`src/rtl/uart_irq_pkg.sv`:
```
package uart_irq_pkg;
    localparam int NBITS      = 10;
    localparam int FIFO_DEPTH = 16;
    localparam int FILL_W     = $clog2(FIFO_DEPTH + 1);
    localparam int SEL_W      = 3;

    // Bit positions are decoded by the clear port and by software
    localparam int IDX_RI  = 0;
    localparam int IDX_CTS = 1;
    localparam int IDX_DCD = 2;
    localparam int IDX_DSR = 3;
    localparam int IDX_RX  = 4;
    localparam int IDX_TX  = 5;
    localparam int IDX_TMO = 6;
    localparam int IDX_FRM = 7;
    localparam int IDX_PAR = 8;
    localparam int IDX_BRK = 9;

    typedef logic [NBITS-1:0] irq_vec_t;

    typedef enum logic [SEL_W-1:0] {
        TRIG_EIGHTH   = 3'd0,
        TRIG_QUARTER  = 3'd1,
        TRIG_HALF     = 3'd2,
        TRIG_3QUARTER = 3'd3,
        TRIG_7EIGHTH  = 3'd4
    } trig_sel_e;

    typedef struct packed {
        logic rise;
        logic fall;
    } cond_edge_t;

    function automatic logic [FILL_W-1:0] trig_level(input logic [SEL_W-1:0] sel, input int depth);
        case (trig_sel_e'(sel))
            TRIG_EIGHTH:   trig_level = FILL_W'(depth / 8);
            TRIG_QUARTER:  trig_level = FILL_W'(depth / 4);
            TRIG_HALF:     trig_level = FILL_W'(depth / 2);
            TRIG_3QUARTER: trig_level = FILL_W'((depth * 3) / 4);
            TRIG_7EIGHTH:  trig_level = FILL_W'((depth * 7) / 8);
            default:       trig_level = FILL_W'(depth / 2);
        endcase
    endfunction
endpackage

```
`src/rtl/uart_irq_level_det.sv`:
```
module uart_irq_level_det
    import uart_irq_pkg::*;
#(
    parameter bit RX_SIDE = 1'b0,
    parameter int DEPTH   = FIFO_DEPTH,
    parameter int FW      = FILL_W
) (
    input  logic             clk,
    input  logic             rst,
    input  logic             fifo_en,
    input  logic [SEL_W-1:0] sel,
    input  logic [FW-1:0]    fill,
    output cond_edge_t       edg
);
    logic [FW-1:0] lvl;
    logic          cond;
    logic          prev_q;

    assign lvl = FW'(trig_level(sel, DEPTH));

    generate
        if (RX_SIDE) begin : g_rx
            assign cond = fifo_en ? (fill >= lvl) : (fill != '0);
        end else begin : g_tx
            assign cond = fifo_en ? (fill <= lvl) : (fill == '0);
        end
    endgenerate

    // Reset to 1 so a condition already true at reset exit gives no edge
    always_ff @(posedge clk) begin
        if (rst) prev_q <= 1'b1;
        else     prev_q <= cond;
    end

    assign edg.rise = cond & ~prev_q;
    assign edg.fall = ~cond & prev_q;

    p_rise_single_r10: assert property (@(posedge clk) disable iff (rst)
        edg.rise |=> !edg.rise);
    p_fall_single_r7: assert property (@(posedge clk) disable iff (rst)
        edg.fall |=> !edg.fall);
endmodule

```
`src/rtl/uart_irq_sticky_bank.sv`:
```
module uart_irq_sticky_bank #(
    parameter int N = 10
) (
    input  logic         clk,
    input  logic         rst,
    input  logic [N-1:0] set_vec,
    input  logic [N-1:0] clr_vec,
    output logic [N-1:0] st
);
    genvar i;
    generate
        for (i = 0; i < N; i++) begin : g_bit
            logic bit_q;
            always_ff @(posedge clk) begin
                if (rst)             bit_q <= 1'b0;
                else if (set_vec[i]) bit_q <= 1'b1;
                else if (clr_vec[i]) bit_q <= 1'b0;
            end
            assign st[i] = bit_q;

            p_set_wins_r4: assert property (@(posedge clk) disable iff (rst)
                set_vec[i] |=> st[i]);
            p_clear_r3: assert property (@(posedge clk) disable iff (rst)
                (clr_vec[i] && !set_vec[i]) |=> !st[i]);
            p_hold_r3: assert property (@(posedge clk) disable iff (rst)
                (!clr_vec[i] && !set_vec[i]) |=> $stable(st[i]));
        end
    endgenerate
endmodule

```
`src/rtl/uart_irq_status_ctrl.sv`:
```
module uart_irq_status_ctrl
    import uart_irq_pkg::*;
#(
    parameter int DEPTH = FIFO_DEPTH,
    parameter int FW    = FILL_W
) (
    input  logic             clk,
    input  logic             rst,
    input  logic             fifo_en,
    input  logic             eot_mode,
    input  logic [SEL_W-1:0] tx_trig_sel,
    input  logic [SEL_W-1:0] rx_trig_sel,
    input  logic [FW-1:0]    tx_fill,
    input  logic [FW-1:0]    rx_fill,
    input  logic             tx_done_evt,
    input  logic [2:0]       line_err_evt,
    input  logic             rx_tmo_evt,
    input  logic [3:0]       modem_evt,
    input  logic             clr_we,
    input  logic [NBITS-1:0] clr_data,
    input  logic [NBITS-1:0] mask,
    output logic [NBITS-1:0] raw_status,
    output logic [NBITS-1:0] masked_status,
    output logic             irq
);
    cond_edge_t tx_edge, rx_edge;
    irq_vec_t   set_vec, clr_vec, stat_q;
    logic       irq_q;

    uart_irq_level_det #(.RX_SIDE(1'b0), .DEPTH(DEPTH), .FW(FW)) u_tx_det (
        .clk(clk), .rst(rst), .fifo_en(fifo_en), .sel(tx_trig_sel),
        .fill(tx_fill), .edg(tx_edge));

    uart_irq_level_det #(.RX_SIDE(1'b1), .DEPTH(DEPTH), .FW(FW)) u_rx_det (
        .clk(clk), .rst(rst), .fifo_en(fifo_en), .sel(rx_trig_sel),
        .fill(rx_fill), .edg(rx_edge));

    always_comb begin
        set_vec                  = '0;
        set_vec[IDX_BRK:IDX_FRM] = line_err_evt;
        set_vec[IDX_TMO]         = rx_tmo_evt;
        set_vec[IDX_TX]          = eot_mode ? tx_done_evt : tx_edge.rise;
        set_vec[IDX_RX]          = rx_edge.rise;
        set_vec[IDX_DSR:IDX_RI]  = modem_evt;

        clr_vec          = clr_we ? clr_data : '0;
        clr_vec[IDX_TX]  = clr_vec[IDX_TX] | tx_edge.fall;
        clr_vec[IDX_RX]  = clr_vec[IDX_RX] | rx_edge.fall;
    end

    uart_irq_sticky_bank #(.N(NBITS)) u_bank (
        .clk(clk), .rst(rst), .set_vec(set_vec), .clr_vec(clr_vec), .st(stat_q));

    always_comb begin
        raw_status          = stat_q;
        raw_status[IDX_TMO] = stat_q[IDX_TMO] & mask[IDX_TMO];
    end

    assign masked_status = raw_status & mask;

    always_ff @(posedge clk) begin
        if (rst) irq_q <= 1'b0;
        else     irq_q <= |masked_status;
    end
    assign irq = irq_q;

    p_reset_r1: assert property (@(posedge clk)
        rst |=> (raw_status == '0 && !irq));
    p_irq_latency_r12: assert property (@(posedge clk) disable iff (rst)
        1'b1 |=> (irq == $past(|masked_status)));
    p_eot_ignores_level_r6: assert property (@(posedge clk) disable iff (rst)
        (eot_mode && !tx_done_evt && !stat_q[IDX_TX]) |=> !stat_q[IDX_TX]);
    p_err_sticky_r2: assert property (@(posedge clk) disable iff (rst)
        (stat_q[IDX_BRK] && !(clr_we && clr_data[IDX_BRK])) |=> stat_q[IDX_BRK]);
endmodule

```
`config.mk`:
```
export PLATFORM = sky130hd
export DESIGN_NAME = uart_irq_status_ctrl
export DESIGN_NICKNAME = d
export VERILOG_FILES = /design/src/rtl/uart_irq_pkg.sv /design/src/rtl/uart_irq_level_det.sv /design/src/rtl/uart_irq_sticky_bank.sv /design/src/rtl/uart_irq_status_ctrl.sv
export SDC_FILE = /design/constraint.sdc
export NUM_CORES = 1
export LEC_CHECK = 0
export BUFFER_PORTS_ARGS = -buffer_cell sky130_fd_sc_hd__buf_2
export CAP_MARGIN = 20
export CORE_MARGIN = 3
export CORE_UTILIZATION = 45
export DETAILED_ROUTE_END_ITERATION = 10
export PLACE_DENSITY_LB_ADDON = 0.15
export SYNTH_ARGS = -nofsm -noshare
export SYNTH_HDL_FRONTEND = slang
export SYNTH_HIERARCHICAL = 1
export SYNTH_SLANG_ARGS = --single-unit
```
`constraint.sdc`:
```
create_clock -name clk -period 2.57 [get_ports clk]
set_clock_uncertainty 0.1 [all_clocks]
set_input_delay 0 -clock clk [delete_from_list [all_inputs] [get_ports clk]]
set_output_delay 0 -clock clk [all_outputs]
set_load 0.005 [all_outputs]
```
==> impl_results.html <==
<table>
<tr><th>Metric</th><th>Value</th></tr>
<tr><th colspan="2">Routing</th></tr>
<tr><td>Aggregate routed wire length</td><td>2704 um</td></tr>
<tr><td>Wire length per cell after detailed routing</td><td>11.66 um</td></tr>
<tr><td>Number of vias in the routed layout</td><td>1085</td></tr>
<tr><td>Total DRC errors in the routed layout</td><td>0</td></tr>
<tr><td>Iteration-0 DRC count of the detailed router</td><td>6</td></tr>
<tr><td>Number of nets still failing antenna checks after routing</td><td>0</td></tr>
<tr><td>First drt pass iteration count</td><td>4</td></tr>
<tr><td>Via density</td><td>4.677</td></tr>
<tr><th colspan="2">Clock tree</th></tr>
<tr><td>Number of hold-repair buffers added at the cts stage</td><td>21</td></tr>
<tr><td>Post-CTS setup buffer count</td><td>0</td></tr>
<tr><td>Clock sink count</td><td>13</td></tr>
<tr><td>Cell at the root of the clock tree</td><td>sky130_fd_sc_hd__clkbuf_4</td></tr>
<tr><td>Number of buffers on the longest clock path</td><td>2</td></tr>
<tr><td>CTS clk-pin slew, worst paths</td><td>0.08 ns</td></tr>
<tr><td>Latest clock arrival within the worst-skew pair</td><td>about 0.27 ns</td></tr>
<tr><td>Number of resized instances in the post-cts repair step</td><td>0</td></tr>
<tr><td># H-tree levels</td><td>1</td></tr>
<tr><td>Number of clock buffers inserted by TritonCTS</td><td>3</td></tr>
<tr><td>CTS tree</td><td>yes</td></tr>
<tr><th colspan="2">Global routing</th></tr>
<tr><td>Initial antenna violation count</td><td>0</td></tr>
<tr><td>Pin count of the biggest net entering global routing</td><td>15</td></tr>
<tr><td>GRT Resource Usage Total</td><td>around a fifth</td></tr>
<tr><td>Via count of the first global-routing pass</td><td>1026</td></tr>
<tr><td>Global-route wire length before repair</td><td>4236 um</td></tr>
<tr><td>Total grt overflow</td><td>0</td></tr>
<tr><th colspan="2">Worst hold path</th></tr>
<tr><td>Hold Crit Class</td><td>in2reg</td></tr>
<tr><th colspan="2">Timing</th></tr>
<tr><td>Measured slew at the worst slew-check pin</td><td>a little under 0.4 ns</td></tr>
<tr><td>Final setup vio count</td><td>0</td></tr>
<tr><td>Worst slew slack as a fraction of its limit</td><td>73.91%</td></tr>
<tr><td>Pins Over Slew Limit</td><td>0</td></tr>
<tr><td>Number of hold-slack violations in the final timing report</td><td>0</td></tr>
<tr><td>Final hold slack</td><td>0.003885 ns</td></tr>
<tr><td>RSZ-0062 raised after global routing</td><td>false</td></tr>
<tr><td>Final critical-path required period</td><td>1.609 ns</td></tr>
<tr><td>Summed negative setup slack over all endpoints</td><td>0 ns</td></tr>
<tr><td>Final period util</td><td>62.61%</td></tr>
<tr><td>Max Clk Rate</td><td>0.6215 GHz</td></tr>
<tr><th colspan="2">Logic synthesis</th></tr>
<tr><td>Synthesized cell area</td><td>1086 sq um</td></tr>
<tr><td>Number of nets in the synthesized netlist</td><td>177</td></tr>
<tr><td>Flip-flop and latch count after synthesis</td><td>13</td></tr>
<tr><td>Fraction of synthesized cell area taken by the top area cell type</td><td>between 20% and 30%</td></tr>
<tr><td>Number of different library cells in the post-synthesis netlist</td><td>30</td></tr>
<tr><td>Top cells by area, synth</td><td>sky130_fd_sc_hd__dfxtp_1 (24%), sky130_fd_sc_hd__nand2b_4 (13%), sky130_fd_sc_hd__and2_1 (9.8%)</td></tr>
<tr><td>Sequential fraction of the synthesis area</td><td>23.96%</td></tr>
<tr><td>Biggest area consumer among synthesized cells</td><td>sky130_fd_sc_hd__dfxtp_1</td></tr>
<tr><td>Number of cells produced by synthesis</td><td>~120</td></tr>
<tr><td>Mapped Avg Cell Area</td><td>8.976 sq um</td></tr>
<tr><td>Count of warnings emitted by yosys</td><td>6</td></tr>
<tr><th colspan="2">Worst setup path</th></tr>
<tr><td>Arrival time of the worst setup path</td><td>1.67 ns</td></tr>
<tr><td>Launch point of the worst reg-to-reg path</td><td>u_bank/g_bit[8].bit_q</td></tr>
<tr><td>Sort of element at the start of the critical path</td><td>input pin</td></tr>
<tr><td>Setup Crit Path Kind</td><td>in2reg</td></tr>
<tr><td>Critical path launch point</td><td>rx_fill[3]</td></tr>
<tr><td>Largest fanout of any net on the critical path</td><td>3</td></tr>
<tr><td>Worst R2R Path Depth</td><td>3</td></tr>
<tr><td>Critical Path End Type</td><td>register</td></tr>
<tr><td>FF-to-FF setup slack</td><td>1.26 ns</td></tr>
<tr><td>Setup crit end</td><td>u_bank/g_bit[4].bit_q</td></tr>
<tr><td>WP data required</td><td>around 2.6 ns</td></tr>
<tr><td>FF-to-FF End</td><td>u_bank/g_bit[8].bit_q</td></tr>
<tr><th colspan="2">Finish</th></tr>
<tr><td>Net count, final</td><td>261</td></tr>
<tr><td>Area of the multi-input gates</td><td>between 600 and 700 sq um</td></tr>
<tr><td>Share of cells above drive strength 1</td><td>50.00%</td></tr>
<tr><td>Signed area change from the synthesized netlist to the final layout</td><td>48.62%</td></tr>
<tr><td>Most common cell after layout, fill and taps aside</td><td>sky130_fd_sc_hd__buf_2</td></tr>
<tr><td>Filler instances</td><td>190</td></tr>
<tr><td>Most frequent cells in the layout</td><td>sky130_fd_sc_hd__buf_2 (70), sky130_fd_sc_hd__dlygate4sd3_1 (21), sky130_fd_sc_hd__and2_1 (17)</td></tr>
<tr><td>Area used by sequential logic in the layout</td><td>260.3 sq um</td></tr>
<tr><td>Final instance area</td><td>about 1600 sq um</td></tr>
<tr><td>Diode count</td><td>0</td></tr>
<tr><th colspan="2">Floorplan</th></tr>
<tr><td>Overall die area</td><td>between 3000 and 4000 sq um</td></tr>
<tr><td>FP Rows</td><td>17</td></tr>
<tr><td>Starting Density</td><td>between 40 and 50%</td></tr>
<tr><td>Ports placed on the boundary</td><td>71</td></tr>
<tr><td>Die W</td><td>55.13 um</td></tr>
<tr><td>Height of the die</td><td>55.13 um</td></tr>
<tr><td>Placeable core region</td><td>2255 sq um</td></tr>
<tr><th colspan="2">Outcome</th></tr>
<tr><td>Outcome</td><td>finished clean</td></tr>
<tr><th colspan="2">Place</th></tr>
<tr><td>Standard cell area after detailed placement</td><td>1378 sq um</td></tr>
<tr><td>Port Buffer Count</td><td>70</td></tr>
<tr><td>Final HPWL DP</td><td>approximately 2000 um</td></tr>
<tr><td>Routability cong.</td><td>about 0.80</td></tr>
<tr><th colspan="2">Power and ir drop</th></tr>
<tr><td>Peak ir drop on the vdd network</td><td>329.2 uV</td></tr>
<tr><td>Power per cell area</td><td>339.9 nW/um^2</td></tr>
<tr><td>Pleak</td><td>around 0.85 nW</td></tr>
<tr><th colspan="2">Flow run</th></tr>
<tr><td>Max capacitance violation total</td><td>0</td></tr>
</table>
[report_power, final]
group	total (mW)	switching, mW	leakage [nW]	internal [mW]
clock	0.128	0.0676	0.0150	0.0601
sequential	0.230	0.0140	0.108	0.216
combinational	0.191	0.0743	0.729	0.117
[cell usage after synthesis, drive strengths merged]
library cell and number:
inv 12, o2bb2ai 1, or3b 1, o21ai 1, nand4 2, nor2 11
ha 6, buf 12, nand2b 12, o41ai 1, a211oi 1, mux2 1
a32oi 1, nand2 2, mux2i 2, nor3b 1, a41oi 1, nor3 1
or4 1, dfxtp 13, a21oi 13, and2 19, nor2b 1, nor4 2
a21o 3
[layer usage]
| metal | routed length (um) | vias up | GRT usage (%) |
|---|---|---|---|
| met3 | 162 | 0 | 5.630 |
| li1 | - | 565 | - |
| met2 | 1481 | 35 | 37.40 |
| met5 | 0 | - | 0 |
| met4 | 0 | 0 | 3.239 |
| met1 | 1059 | 485 | 20.91 |
[worst min path at each step]
| stage | depth (start not counted) | slack, ns | to | from |
|---|---|---|---|---|
| global placement | 3 | 0.14 | u_bank/g_bit[1].bit_q | modem_evt[1] |
| CTS | 3 | 0.002 | u_tx_det/prev_q | fifo_en |
| global route | 4 | 0.02 | u_bank/g_bit[5].bit_q | tx_done_evt |
| finish | 3 | 0.004 | u_tx_det/prev_q | fifo_en |
| floorplan | 1 | -0.03 | irq | rst |
| detailed placement | 3 | 0.14 | u_bank/g_bit[8].bit_q | line_err_evt[1] |
[cell type report]
type	count	share of cell area, %
multi-input cells	84	42.56
inverters	12	2.791
clock buffers	4	1.628
flip-flops and latches	13	16.12
repair buffers	91	34.73
well taps	28	2.171
[state kept, by name, summed over array words and instances, names as in the netlist]
name                cells
u_rx_det/prev_q         1
irq                     1
u_tx_det/prev_q         1
u_bank/g_bit.bit_q     10
[cell families after synthesis]
logic type | Yosys count | share of synthesized area, %
simple gates | 53 | 36.87
buf+inv | 24 | 12.79
compound gates | 22 | 16.59
flops | 13 | 23.96
fa+ha+maj | 6 | 6.912
mux | 3 | 2.880
[worst max-delay path: stages]
cell and delay [ns]:
sky130_fd_sc_hd__dlygate4sd3_1 0.53, sky130_fd_sc_hd__buf_2 0.14, sky130_fd_sc_hd__ha_1 0.20, sky130_fd_sc_hd__or3b_2 0.46, sky130_fd_sc_hd__a21oi_1 0.13, sky130_fd_sc_hd__a211oi_1 0.08
sky130_fd_sc_hd__inv_1 0.07, sky130_fd_sc_hd__a21oi_2 0.04
[through the flow]
step           worst slack (ns)  utilization, %  power, mW  instances
2_1_floorplan             1.016               -     0.3406        121
3_3_place_gp             0.8658           61.10     0.3939        207
3_5_place_dp             0.7624           61.10     0.3997        207
4_1_cts                  0.9562           71.59     0.5579        232
5_1_grt                  0.8899           71.59     0.5940        232
6_report                 0.9610           71.59     0.5487        232
No activity file was read; power rests on OpenSTA's default activity.
